[src/rtl/pkt_fifo_pkg.sv]
package pkt_fifo_pkg;

    localparam int PTR_W  = 7;
    localparam int DATA_W = 8;

    // software pointer select codes
    typedef enum logic [1:0] {
        SEL_WP  = 2'd0,
        SEL_RP  = 2'd1,
        SEL_SWP = 2'd2,
        SEL_SRP = 2'd3
    } ptr_sel_e;

    // one side's frame command
    typedef struct packed {
        logic commit;
        logic discard;
    } frame_cmd_t;

    // software load strobes, one per pointer
    typedef struct packed {
        logic wp;
        logic rp;
        logic swp;
        logic srp;
    } sw_load_t;

    function automatic sw_load_t decode_load(input logic we, input ptr_sel_e sel);
        sw_load_t l;
        l.wp  = we && (sel == SEL_WP);
        l.rp  = we && (sel == SEL_RP);
        l.swp = we && (sel == SEL_SWP);
        l.srp = we && (sel == SEL_SRP);
        return l;
    endfunction

endpackage

[src/rtl/pkt_fifo_mem.sv]
module pkt_fifo_mem #(
    parameter int DATA_W = 8,
    parameter int PTR_W  = 7
) (
    input  logic              clk,
    input  logic              we,
    input  logic [PTR_W-1:0]  waddr,
    input  logic [DATA_W-1:0] wdata,
    input  logic [PTR_W-1:0]  raddr,
    output logic [DATA_W-1:0] rdata
);
    localparam int DEPTH = 1 << PTR_W;

    logic [DATA_W-1:0] store_q [DEPTH];

    always_ff @(posedge clk) begin
        if (we) store_q[waddr] <= wdata;
    end

    assign rdata = store_q[raddr];

endmodule

[src/rtl/pkt_fifo_wr_ctl.sv]
module pkt_fifo_wr_ctl
    import pkt_fifo_pkg::*;
#(
    parameter int PTR_W = 7
) (
    input  logic             clk,
    input  logic             rst,
    input  logic             wr_en,
    input  frame_cmd_t       cmd,
    input  logic             ld_wp,
    input  logic             ld_swp,
    input  logic [PTR_W-1:0] ld_val,
    input  logic [PTR_W-1:0] srp_i,
    output logic [PTR_W-1:0] wp_o,
    output logic [PTR_W-1:0] swp_o,
    output logic             mem_we,
    output logic             ovf_o
);
    logic [PTR_W-1:0] wp_q, swp_q, wp_inc;
    logic             ovf_q, full;

    assign wp_inc = wp_q + 1'b1;
    assign full   = (wp_inc == srp_i);
    assign mem_we = wr_en && !full;

    always_ff @(posedge clk) begin
        if (rst) begin
            wp_q  <= '0;
            swp_q <= '0;
            ovf_q <= 1'b0;
        end else begin
            ovf_q <= wr_en && full;

            if (ld_wp)            wp_q <= ld_val;
            else if (cmd.discard) wp_q <= swp_q;
            else if (mem_we)      wp_q <= wp_inc;

            if (ld_swp)           swp_q <= ld_val;
            else if (cmd.commit)  swp_q <= wp_q;
        end
    end

    assign wp_o  = wp_q;
    assign swp_o = swp_q;
    assign ovf_o = ovf_q;


    wr_reject_chk: assert property (@(posedge clk) disable iff (rst)
        (wr_en && (wp_q + 1'b1) == srp_i && !cmd.discard && !ld_wp)
        |=> ($stable(wp_q) && ovf_q));


    wr_discard_chk: assert property (@(posedge clk) disable iff (rst)
        (cmd.discard && !ld_wp) |=> (wp_q == $past(swp_q)));


    wr_commit_chk: assert property (@(posedge clk) disable iff (rst)
        (cmd.commit && !ld_swp) |=> (swp_q == $past(wp_q)));

endmodule

[src/rtl/pkt_fifo_rd_ctl.sv]
module pkt_fifo_rd_ctl
    import pkt_fifo_pkg::*;
#(
    parameter int DATA_W = 8,
    parameter int PTR_W  = 7
) (
    input  logic              clk,
    input  logic              rst,
    input  logic              rd_en,
    input  logic              auto_commit,
    input  frame_cmd_t        cmd,
    input  logic              ld_rp,
    input  logic              ld_srp,
    input  logic [PTR_W-1:0]  ld_val,
    input  logic [PTR_W-1:0]  swp_i,
    input  logic [DATA_W-1:0] mem_rdata,
    output logic [PTR_W-1:0]  rp_o,
    output logic [PTR_W-1:0]  srp_o,
    output logic [DATA_W-1:0] rd_data_o,
    output logic              fail_o
);
    logic [PTR_W-1:0]  rp_q, srp_q;
    logic [DATA_W-1:0] data_q;
    logic              fail_q, empty, rd_ok;

    assign empty = (rp_q == swp_i);
    assign rd_ok = rd_en && !empty;

    always_ff @(posedge clk) begin
        if (rst) begin
            rp_q   <= '0;
            srp_q  <= '0;
            data_q <= '0;
            fail_q <= 1'b0;
        end else begin
            fail_q <= rd_en && empty;
            if (rd_en) data_q <= rd_ok ? mem_rdata : '0;

            if (ld_rp)                     rp_q <= ld_val;
            else if (cmd.discard)          rp_q <= srp_q;
            else if (rd_ok)                rp_q <= rp_q + 1'b1;

            if (ld_srp)                    srp_q <= ld_val;
            else if (cmd.commit)           srp_q <= rp_q;
            else if (rd_ok && auto_commit) srp_q <= srp_q + 1'b1;
        end
    end

    assign rp_o      = rp_q;
    assign srp_o     = srp_q;
    assign rd_data_o = data_q;
    assign fail_o    = fail_q;


    rd_fail_hold_chk: assert property (@(posedge clk) disable iff (rst)
        (rd_en && rp_q == swp_i && !cmd.discard && !ld_rp) |=> $stable(rp_q));


    auto_release_chk: assert property (@(posedge clk) disable iff (rst)
        (rd_en && rp_q != swp_i && auto_commit && !cmd.commit && !ld_srp)
        |=> (srp_q == $past(srp_q) + 1'b1));


    rd_rewind_chk: assert property (@(posedge clk) disable iff (rst)
        (cmd.discard && !ld_rp) |=> (rp_q == $past(srp_q)));

endmodule

[src/rtl/pkt_fifo.sv]
module pkt_fifo
    import pkt_fifo_pkg::*;
#(
    parameter int DATA_W = pkt_fifo_pkg::DATA_W,
    parameter int PTR_W  = pkt_fifo_pkg::PTR_W
) (
    input  logic              clk,
    input  logic              rst,
    input  logic              auto_commit,
    input  logic              wr_en,
    input  logic [DATA_W-1:0] wr_data,
    input  logic              wr_commit,
    input  logic              wr_discard,
    output logic              wr_ovf,
    input  logic              rd_en,
    input  logic              rd_commit,
    input  logic              rd_discard,
    output logic [DATA_W-1:0] rd_data,
    output logic              rd_fail,
    input  logic [1:0]        sw_sel,
    input  logic              sw_we,
    input  logic [DATA_W-1:0] sw_wdata,
    output logic [DATA_W-1:0] sw_rdata
);
    localparam int PAD_W = DATA_W - PTR_W;

    logic [PTR_W-1:0]  wp, swp, rp, srp, sel_ptr, ld_val;
    logic [DATA_W-1:0] mem_rdata;
    logic              mem_we;
    sw_load_t          ld;
    frame_cmd_t        wcmd, rcmd;
    ptr_sel_e          sel;

    assign sel    = ptr_sel_e'(sw_sel);
    assign ld     = decode_load(sw_we, sel);
    assign ld_val = sw_wdata[PTR_W-1:0];
    assign wcmd   = '{commit: wr_commit, discard: wr_discard};
    assign rcmd   = '{commit: rd_commit, discard: rd_discard};

    pkt_fifo_mem #(.DATA_W(DATA_W), .PTR_W(PTR_W)) u_mem (
        .clk   (clk),
        .we    (mem_we),
        .waddr (wp),
        .wdata (wr_data),
        .raddr (rp),
        .rdata (mem_rdata)
    );

    pkt_fifo_wr_ctl #(.PTR_W(PTR_W)) u_wr (
        .clk    (clk),
        .rst    (rst),
        .wr_en  (wr_en),
        .cmd    (wcmd),
        .ld_wp  (ld.wp),
        .ld_swp (ld.swp),
        .ld_val (ld_val),
        .srp_i  (srp),
        .wp_o   (wp),
        .swp_o  (swp),
        .mem_we (mem_we),
        .ovf_o  (wr_ovf)
    );

    pkt_fifo_rd_ctl #(.DATA_W(DATA_W), .PTR_W(PTR_W)) u_rd (
        .clk         (clk),
        .rst         (rst),
        .rd_en       (rd_en),
        .auto_commit (auto_commit),
        .cmd         (rcmd),
        .ld_rp       (ld.rp),
        .ld_srp      (ld.srp),
        .ld_val      (ld_val),
        .swp_i       (swp),
        .mem_rdata   (mem_rdata),
        .rp_o        (rp),
        .srp_o       (srp),
        .rd_data_o   (rd_data),
        .fail_o      (rd_fail)
    );

    always_comb begin
        unique case (sel)
            SEL_WP:  sel_ptr = wp;
            SEL_RP:  sel_ptr = rp;
            SEL_SWP: sel_ptr = swp;
            default: sel_ptr = srp;
        endcase
    end

    assign sw_rdata = {{PAD_W{1'b0}}, sel_ptr};


    fail_zero_chk: assert property (@(posedge clk) disable iff (rst)
        rd_fail |-> (rd_data == '0));


    reset_state_chk: assert property (@(posedge clk)
        rst |=> (wp == '0 && rp == '0 && swp == '0 && srp == '0 && !rd_fail && !wr_ovf));

endmodule

[config.mk]
export PLATFORM = sky130hd
export DESIGN_NAME = pkt_fifo
export DESIGN_NICKNAME = d
export VERILOG_FILES = /design/src/rtl/pkt_fifo_pkg.sv /design/src/rtl/pkt_fifo_mem.sv /design/src/rtl/pkt_fifo_wr_ctl.sv /design/src/rtl/pkt_fifo_rd_ctl.sv /design/src/rtl/pkt_fifo.sv
export SDC_FILE = /design/constraint.sdc
export NUM_CORES = 1
export LEC_CHECK = 0
export BUFFER_PORTS_ARGS = -buffer_cell sky130_fd_sc_hd__buf_2
export CAP_MARGIN = 20
export CORE_ASPECT_RATIO = 0.5
export CORE_MARGIN = 5
export CORE_UTILIZATION = 63
export DETAILED_ROUTE_END_ITERATION = 12
export PLACE_DENSITY_LB_ADDON = 0.15
export SLEW_MARGIN = 20
export SYNTH_ARGS = -nofsm -noshare
export SYNTH_HDL_FRONTEND = slang
export SYNTH_SLANG_ARGS = --single-unit
[constraint.sdc]
create_clock -name clk -period 3.2 [get_ports clk]
set_clock_uncertainty 0.2 [all_clocks]
set_input_delay 0.32 -clock clk [delete_from_list [all_inputs] [get_ports clk]]
set_output_delay 0.32 -clock clk [all_outputs]
set_load 0.05 [all_outputs]
[Word-level counts from Yosys, hierarchy flattened]
Memories as Yosys holds them, arrays and structs flattened. A register that Yosys moved wholly into a read port is not among the register bits.
Index checks and enable logic that the tools add are counted.
Cells by class
  $add $sub $neg: 3
  equal/unequal tests: 5
  mux-type cells: 17
  reduce and logical (&&, ||, !) cells: 16
Operator list (number)
  7-bit two-way mux: 13
  7-bit by 1-bit adder with 7-bit output (second input constant): 3
  7-bit one-hot mux with 3 select lines: 1
  7-bit == test: 2
  1-bit logical AND: 9
  3-bit nonzero test: 3
  8-bit two-way mux: 1
  2-bit == test (second input constant): 2
  2-bit by 1-bit == test with 1-bit output (second input constant): 1
  1-bit zero test: 2
  2-bit zero test: 1
  1-bit two-way mux: 2
  2-bit nonzero test: 1
Word-level totals
  register bits: 38
  bits in writable memories: 1024
  input port bits: 28
  output and inout bits: 18
  memories: 1
Memory list
  u_mem.store_q: words 128, width 8, rd ports 1, clocked after memory_dff 1, write ports 1, RTL line pkt_fifo_mem.sv:14  | logic [DATA_W-1:0] store_q [DEPTH];

[Depth between registers and ports, before layout]
Gate-level depths: netlist of the first run.
  depth in word-level cells: 8
  depth in mapped cells: 11
  gate-level depth less buffers: 7

[Hierarchy]
A second synthesis of the first run with hierarchy kept.
Unflattened totals
  cell total of the unflattened synthesis: 1926
  area total of the unflattened synthesis: 42141.7 um^2
Modules (own cells, without submodules)
  pkt_fifo_mem: instances 1, cells an instance 1627, area each 39505.4 um^2, sequential area each 30749.5 um^2
  pkt_fifo_rd_ctl: instances 1, cells an instance 169, area each 1392.6 um^2, sequential area each 460.4 um^2
  pkt_fifo_wr_ctl: instances 1, cells an instance 115, area each 1019.7 um^2, sequential area each 300.3 um^2
  pkt_fifo: instances 1, cells an instance 15, area each 224.0 um^2, sequential area each 0.0 um^2

[Worst setup path before layout of the first run]
No wires, ideal clock.
  path kind: register to register
  start point: register u_wr.wp_q[0] (netlist: u_wr.wp_o[0])
  end point: memory u_mem.store_q[104][0], enable pin
  data arrival time: 2.223 ns
  setup slack: 0.407 ns
  cell stages (with the launch flop): 10
  clock period less this slack: 2.793 ns
  path through: dfxtp_1 -> ha_1 -> and3_1 -> and3_1 -> xnor3_1 -> nand3_2 -> nand4bb_1 -> buf_4 -> buf_4 -> nor2_1
On the way
  word-level cells in the longest chain between the ends: 6
Ends and longest elaborated chain
  start: declaration: RTL line pkt_fifo_wr_ctl.sv:19  | logic [PTR_W-1:0] wp_q, swp_q, wp_inc;
  start signal: assignment: RTL line pkt_fifo_wr_ctl.sv:34  | if (ld_wp) wp_q <= ld_val;
  start signal: assignment: RTL line pkt_fifo_wr_ctl.sv:35  | else if (cmd.discard) wp_q <= swp_q;
  start signal: assignment: RTL line pkt_fifo_wr_ctl.sv:36  | else if (mem_we) wp_q <= wp_inc;
  7-bit by 1-bit adder with 7-bit output: RTL line pkt_fifo_wr_ctl.sv:22  | assign wp_inc = wp_q + 1'b1;
  7-bit == test: RTL line pkt_fifo_wr_ctl.sv:23  | assign full = (wp_inc == srp_i);
  1-bit zero test: RTL line pkt_fifo_wr_ctl.sv:24  | assign mem_we = wr_en && !full;
  1-bit logical AND: RTL line pkt_fifo_wr_ctl.sv:24
  1-bit two-way mux: RTL line pkt_fifo_mem.sv:17  | if (we) store_q[waddr] <= wdata;
  1-bit two-way mux (implied by the code): RTL line pkt_fifo_mem.sv:17
  end: declaration: RTL line pkt_fifo_mem.sv:14
Several ways; a longest one is shown, not always the timed one.

==> flow_metrics.tcl, run 1 <==
set metrics [dict create \
    status "finished clean" \
    maxSlewViolCount 0 \
    worstMarginPinSlew_ps 1110 \
    ir_drop_mv 0.4228 \
    multiInputGateArea_um2 10060 \
    antenna_cells 0 \
    wl_per_cell_um 30.36 \
    dp_hpwl_mm 64.53 \
    fin_util 0.7160 \
    core_um2 66730 \
    routabilityCongestion 0.8839 \
    placed_area_um2 44570 \
    yosysSeqAreaShare 0.7473 \
    synth_cells 2143 \
    layout.cell_area.non_filler_um2 47780 \
    met2_usage 0.3891 \
    core.rowCount 67 \
    power.switching_mw 6.485 \
    fin_ws_ps 108.5 \
    synth_edf_count 1024 \
    netSwitchingFraction 0.2253 \
    root_buffer "clkbuf_16" \
    die_w_um 376.7 \
    regArea_um2 31660 \
    crit_type "flip-flop to flip-flop" \
    seqPwrFrac 0.538 \
    relSlewSlack 0.2575 \
    yosysWarnings 0 \
    max_freq_mhz 323.5 \
    synth_area_per_cell_um2 19.76 \
    grt_usage 0.2788 \
    die_h_um 193.3 \
    grt_max_degree 84 \
    io_buffers 43 \
    final_cells 3314 \
    htreeDepth 3 \
    routed_wl_mm 100.6 \
    placed_cells 3127 \
    use_met3 0.09065 \
    clk_pin_slew_ps 70 \
    final_common_cell "edfxtp_1" \
    insertion_delay_ps 650 \
    internal-power_mw 22.30 \
    cts_tree "yes" \
    first_iter_violations 2877 \
    synth_flop_cell "edfxtp_1" \
    ys_types 64 \
    antenna_found_initial 1 \
    p_leak_nw 14.86 \
    dieArea_um2 72820 \
    pin_count 46 \
    synth_area_um2 42350 \
    antenna_left 0 \
    worstPathArrival_ps 3410 \
    final_cell_mix "1024 x edfxtp_1, 247 x mux4_2, 149 x buf_4, 126 x nor2_1, 90 x clkbuf_16" \
    finalCritPeriodShare 0.9661 \
    clock-sinks 1069 \
    post_route_cells_drive_above_1_share 0.2689 \
    num_vias 22310 \
    dpl_worst_slack_ps 32.17 \
    final_nets 2376 \
    max-clock-path-buffers 3 \
    nFillCells 4038 \
    busiest_layer "met1" \
    endpoint_kind "flip-flop" \
    cts_buffers 87 \
    grt_pass1_vias 22010 \
    syn_to_final_growth_pct 12.82 \
    power_frac_comb 0.090 \
    finalSetupViolations 0 \
    pwr_density_cell_nw_per_um2 602.4 \
    syn_nets 2174 \
    cp.required_ps 3520 \
    viasPerCell 6.733 \
    cp-start-kind "flip-flop" \
    layout_min_cycle_time_ps 3091 \
    p_clk_frac 0.372 \
    min_path_type "input port to flip-flop" \
    firstDrtPassIters 5 \
    initial_utilization 0.6347 \
    maxCapViolations 0 \
    grt_pass1_wl_mm 147.6 \
    synth-seq-cells 1069 \
    use_met1 0.4336 \
    async_flop_share 0 \
    grt_overflow 0 \
    hold_violations 0 \
    drc_errors 0 \
    worstPathMaxFanout 7 \
]
==> cells in the mapped netlist (5+ instances only) <==
cell type / instances / area (um^2)
a211oi_1: 13 / 97.59
a21oi_1: 36 / 180.2
a221oi_1: 14 / 122.6
a22o_1: 14 / 122.6
a22oi_1: 48 / 360.4
a31oi_1: 7 / 43.79
a32oi_1: 14 / 122.6
and2_1: 10 / 62.56
and3_1: 6 / 37.54
buf_1: 5 / 18.77
buf_2: 36 / 180.2
buf_4: 30 / 225.2
buf_6: 10 / 112.6
clkbuf_1: 38 / 142.6
dfxtp_1: 45 / 900.9
edfxtp_1: 1024 / 30750
inv_1: 12 / 45.04
mux2_2: 5 / 56.30
mux2i_1: 61 / 610.6
mux4_2: 247 / 5563
nand2_1: 81 / 304.0
nand2b_1: 10 / 62.56
nand3_1: 31 / 155.2
nand4_1: 5 / 31.28
nor2_1: 170 / 638.1
nor2b_1: 7 / 43.79
nor3_1: 12 / 60.06
o211ai_1: 9 / 67.56
o21ai_0: 15 / 75.07
o221ai_1: 11 / 96.34
o22ai_1: 25 / 156.4
xnor2_1: 26 / 227.7
==> sequential cells by signal (all words and copies together) (netlist names), named ones only <==
signal / count
u_rd.fail_o: 1
u_wr.ovf_o: 1
u_wr.swp_o: 7
u_rd.rd_data_o: 8
u_rd.rp_o: 7
u_rd.srp_o: 7
u_wr.wp_o: 7
u_mem.store_q: 1024
==> power groups by stage <==
stage / registers (mW) / logic [mW] / clock network [mW]
final: 15.5 / 2.59 / 10.7
after global routing: 15.5 / 2.73 / 11.5
after global placement: 15.8 / 2.47 / 0
after CTS: 15.5 / 2.54 / 10.8
after detailed placement: 15.8 / 2.51 / 0
after floorplan: 15.8 / 1.49 / 0
==> layer usage <==
metal / routed length (um) / part of all wire
met1: 41080 / 0.41
met2: 44500 / 0.44
met3: 12520 / 0.12
met4: 2531 / 0.025
met5: 0 / 0
==> per-stage QoR <==
step | hold slack, ps | power (mW) | setup TNS, ps
4_1_cts | 9.504 | 28.84 | 0
3_3_place_gp | 321.3 | 18.26 | 0
2_1_floorplan | 218.9 | 17.30 | 0
5_1_grt | 30.72 | 29.67 | -2.631
6_report | 29.19 | 28.78 | 0
3_5_place_dp | 314.0 | 18.30 | 0
==> layout make-up <==
type	instances	area share
Clock buffer	111	0.04920
Clock inverter	50	0.009637
Inverter	14	0.001100
Multi-Input combinational cell	938	0.2105
Sequential cell	1069	0.6626
Tap cell	897	0.02349
Timing Repair Buffer	235	0.04342
==> critical path: stages, from the launching register on <==
cell and delay (ps):
dfxtp_1 610, buf_4 220, nor2b_1 690, nand2_1 400, o22ai_1 270, nor3_1 90
o21ai_1 350, nand3_1 120
==> what timing repair did <==
action,4_1_cts,5_1_grt
gates resized for setup,0,50
setup endpoints to repair,0,405
hold buffers,24,0
endpoints found under the hold margin,48,0
setup buffers,0,2
==> worst paths after layout <==
| check | end | start | cells after the start | slack (ps) |
|---|---|---|---|---|
| worst min register to register | u_rd.rd_data_o[0] | u_rd.rd_data_o[0] | 2 | 320 |
| worst max-delay path | u_rd.rd_data_o[0] | flip-flop | 7 | 110 |
| worst min-delay path | u_mem.store_q[71][3] | wr_data[3] | 1 | 30 |
| worst max register to register | u_rd.rd_data_o[0] | flip-flop | 7 | 110 |
==> cell families (layout without fill, tap and decap cells) <==
logic type,after synthesis,after routing,share of synthesized area
buf+inv,136,410,0.01870
simple gates,351,351,0.03696
compound gates,237,237,0.04015
mux,317,317,0.1496
xor+xnor,29,29,0.006322
flops,1069,1069,0.7473
fa+ha+maj,3,3,0.0008864
other cells,1,1,0.00008854
Power figures use the tool's default switching activity.
==> run 2, diff against run 1 <==
--- a/config.mk
+++ b/config.mk
@@ -5,6 +5,7 @@
 export SDC_FILE = /design/constraint.sdc
 export NUM_CORES = 1
 export LEC_CHECK = 0
+export ABC_AREA = 1
 export BUFFER_PORTS_ARGS = -buffer_cell sky130_fd_sc_hd__buf_2
 export CAP_MARGIN = 20
 export CORE_ASPECT_RATIO = 0.5
==> run 2 against run 1 <==
Effect of this change:
- highest routed layer unchanged
- critical endpoint is now u_rd.srp_o[0]
- largest cell class unchanged
- final area is 4.8% higher
- die area increased by 4.4%
- non-clock buffer count increased by 88
- via count increased by 41%
- wire length rose by 18%
==> flow_metrics.tcl, run 2 <==
set metrics [dict create \
    status "finished clean" \
    synth.area.top_cells "edfxtp_1 69%, nand3_1 11%, nand2_1 11%" \
    largest_register_ffs 1024 \
    drc_errors 0 \
    max-clock-path-buffers 3 \
    pwr_density_cell_nw_per_um2 593.0 \
    placed_cells 4925 \
    multiInputGateArea_um2 11330 \
    final_nets 4133 \
    synth_area_per_cell_um2 11.26 \
    netlist.area_leader.share 0.6939 \
    finalSetupViolations 0 \
    placed_area_um2 46990 \
    routabilityCongestion 0.9505 \
    worst-r2r-setup-slack_ps 260 \
    maxCapViolations 0 \
    dieArea_um2 76060 \
    layout.cell_area.non_filler_um2 50070 \
    syn_to_final_growth_pct 12.99 \
    yosysSeqAreaShare 0.7143 \
    die_h_um 197.5 \
    synth_cells 3937 \
    routed_wl_mm 118.5 \
    path_buf_inv 1 \
    io_buffers 43 \
    yosys-top-cells-count "1279 x nand2_1, 1024 x edfxtp_1, 964 x nand3_1" \
    syn_nets 3968 \
    whs_ps 31.40 \
    min_path_type "input port to flip-flop" \
    clock-sinks 1069 \
    grt_pass1_vias 29820 \
    crit_type "flip-flop to flip-flop" \
    max_stage_delay_ps 570 \
    insertion_delay_ps 670 \
    die_w_um 385.1 \
    cts_buffers 89 \
    firstDrtPassIters 6 \
    ir_drop_mv 0.4225 \
    fin_ws_ps 263.8 \
    grt_pass1_wl_mm 177.8 \
    nFillCells 4665 \
    htreeDepth 3 \
    final_cell_mix "1279 x nand2_1, 1024 x edfxtp_1, 964 x nand3_1, 221 x buf_4, 165 x nor2_1" \
    synth_flop_cell "edfxtp_1" \
    worstPathArrival_ps 3280 \
    cp.required_ps 3540 \
    grt_usage 0.3115 \
    core_um2 69340 \
    fin_tns_setup_ps 0 \
    antenna_found_initial 1 \
    num_vias 31560 \
    wl_per_cell_um 23.17 \
    final_cells 5115 \
    postCtsSetupRepairBufs 0 \
    hold_violations 0 \
    layout_min_cycle_time_ps 2936 \
    pin_count 46 \
    synth_edf_count 1024 \
    synth-seq-cells 1069 \
    antenna_left 0 \
    finalCritPeriodShare 0.9176 \
    relSlewSlack 0.4826 \
    final_common_cell "nand2_1" \
    first_iter_violations 4480 \
    endpoint_kind "flip-flop" \
    grt_overflow 0 \
    viasPerCell 6.170 \
    post_route_cells_drive_above_1_share 0.1053 \
    cp_top_family "simple AND/OR/NAND/NOR gates" \
    core.rowCount 68 \
    async_flop_share 0 \
    synth_area_um2 44310 \
    ys_types 42 \
    largest-register "u_mem.store_q" \
    slowest_stage "dlygate4sd3_1" \
    cts_tree "yes" \
    dpl_worst_slack_ps 346.8 \
    clk_pin_slew_ps 70 \
    grt_max_degree 137 \
    yosysWarnings 0 \
    finalPower_mw 29.69 \
    fin_util 0.7221 \
    max_freq_mhz 340.6 \
    worstMarginPinSlew_ps 776.1 \
    cp_cell_sequence "or2_2, a21oi_1, nand3_1, nor2_1, nor2_2, nand2_1, nand3_1, o21ai_0, a21oi_1, dlygate4sd3_1" \
    cp-start-kind "flip-flop" \
    regArea_um2 31660 \
    initial_utilization 0.6390 \
    root_buffer "clkbuf_16" \
    yosysMostFrequentCell "nand2_1" \
    worstPathMaxFanout 9 \
    rsz0062_at_grt "false" \
    maxSlewViolCount 0 \
    synth.largest_area_cell "edfxtp_1" \
    dp_hpwl_mm 71.61 \
    p_leak_nw 18.12 \
]
## run 2: cell families (layout without fill, tap and decap cells)
group           count (synthesis)  after routing  synth area share
fa+ha+maj                       3              3         0.0008472
flops                        1069           1069            0.7143
mux                             2              2         0.0004518
simple gates                 2435           2435            0.2383
buf+inv                       308            540           0.02999
xor+xnor                       14             14          0.002937
other cells                     1              2        0.00008463
compound gates                105            105           0.01313
## run 2: final cells by class
class | count | area share
Timing Repair Buffer | 323 | 0.05723
Multi-Input combinational cell | 2560 | 0.2264
Inverter | 59 | 0.005023
Tap cell | 945 | 0.02361
Sequential cell | 1069 | 0.6324
Clock buffer | 118 | 0.04835
Clock inverter | 40 | 0.006997
Antenna cell | 1 | 0.00004998
## run 2: power breakdown
part | total, mW | leakage (nW) | internal, mW | switching (mW)
Clock | 10.7 | 1.36 | 5.81 | 4.86
Sequential | 15.5 | 9.58 | 15.4 | 0.106
Combinational | 3.50 | 7.18 | 0.968 | 2.54
Total | 29.7 | 18.1 | 22.2 | 7.50
## run 2: path summary, 6_finish.rpt
path / start / endpoint / cells after the start
max: u_rd.rp_o[0] / u_rd.srp_o[0] / 10
min: wr_data[0] / u_mem.store_q[34][0] / 1
max reg2reg: u_rd.rp_o[0] / u_rd.srp_o[0] / 10
min reg2reg: u_rd.rd_data_o[3] / u_rd.rd_data_o[3] / 2
## run 2: repair_timing
item                                   CTS  global route
endpoints found under the hold margin  105             0
gates resized for setup                  0             0
hold buffers                            31             0
## run 2: routing by layer
layer / vias to the layer above / track usage / wire length [um]
met1: 15190 / 0.4524 / 47100
li1: 14130 / - / -
met5: - / 0 / 0
met3: 288 / 0.06357 / 13550
met4: 0 / 0.1006 / 3826
met2: 1951 / 0.4825 / 54030
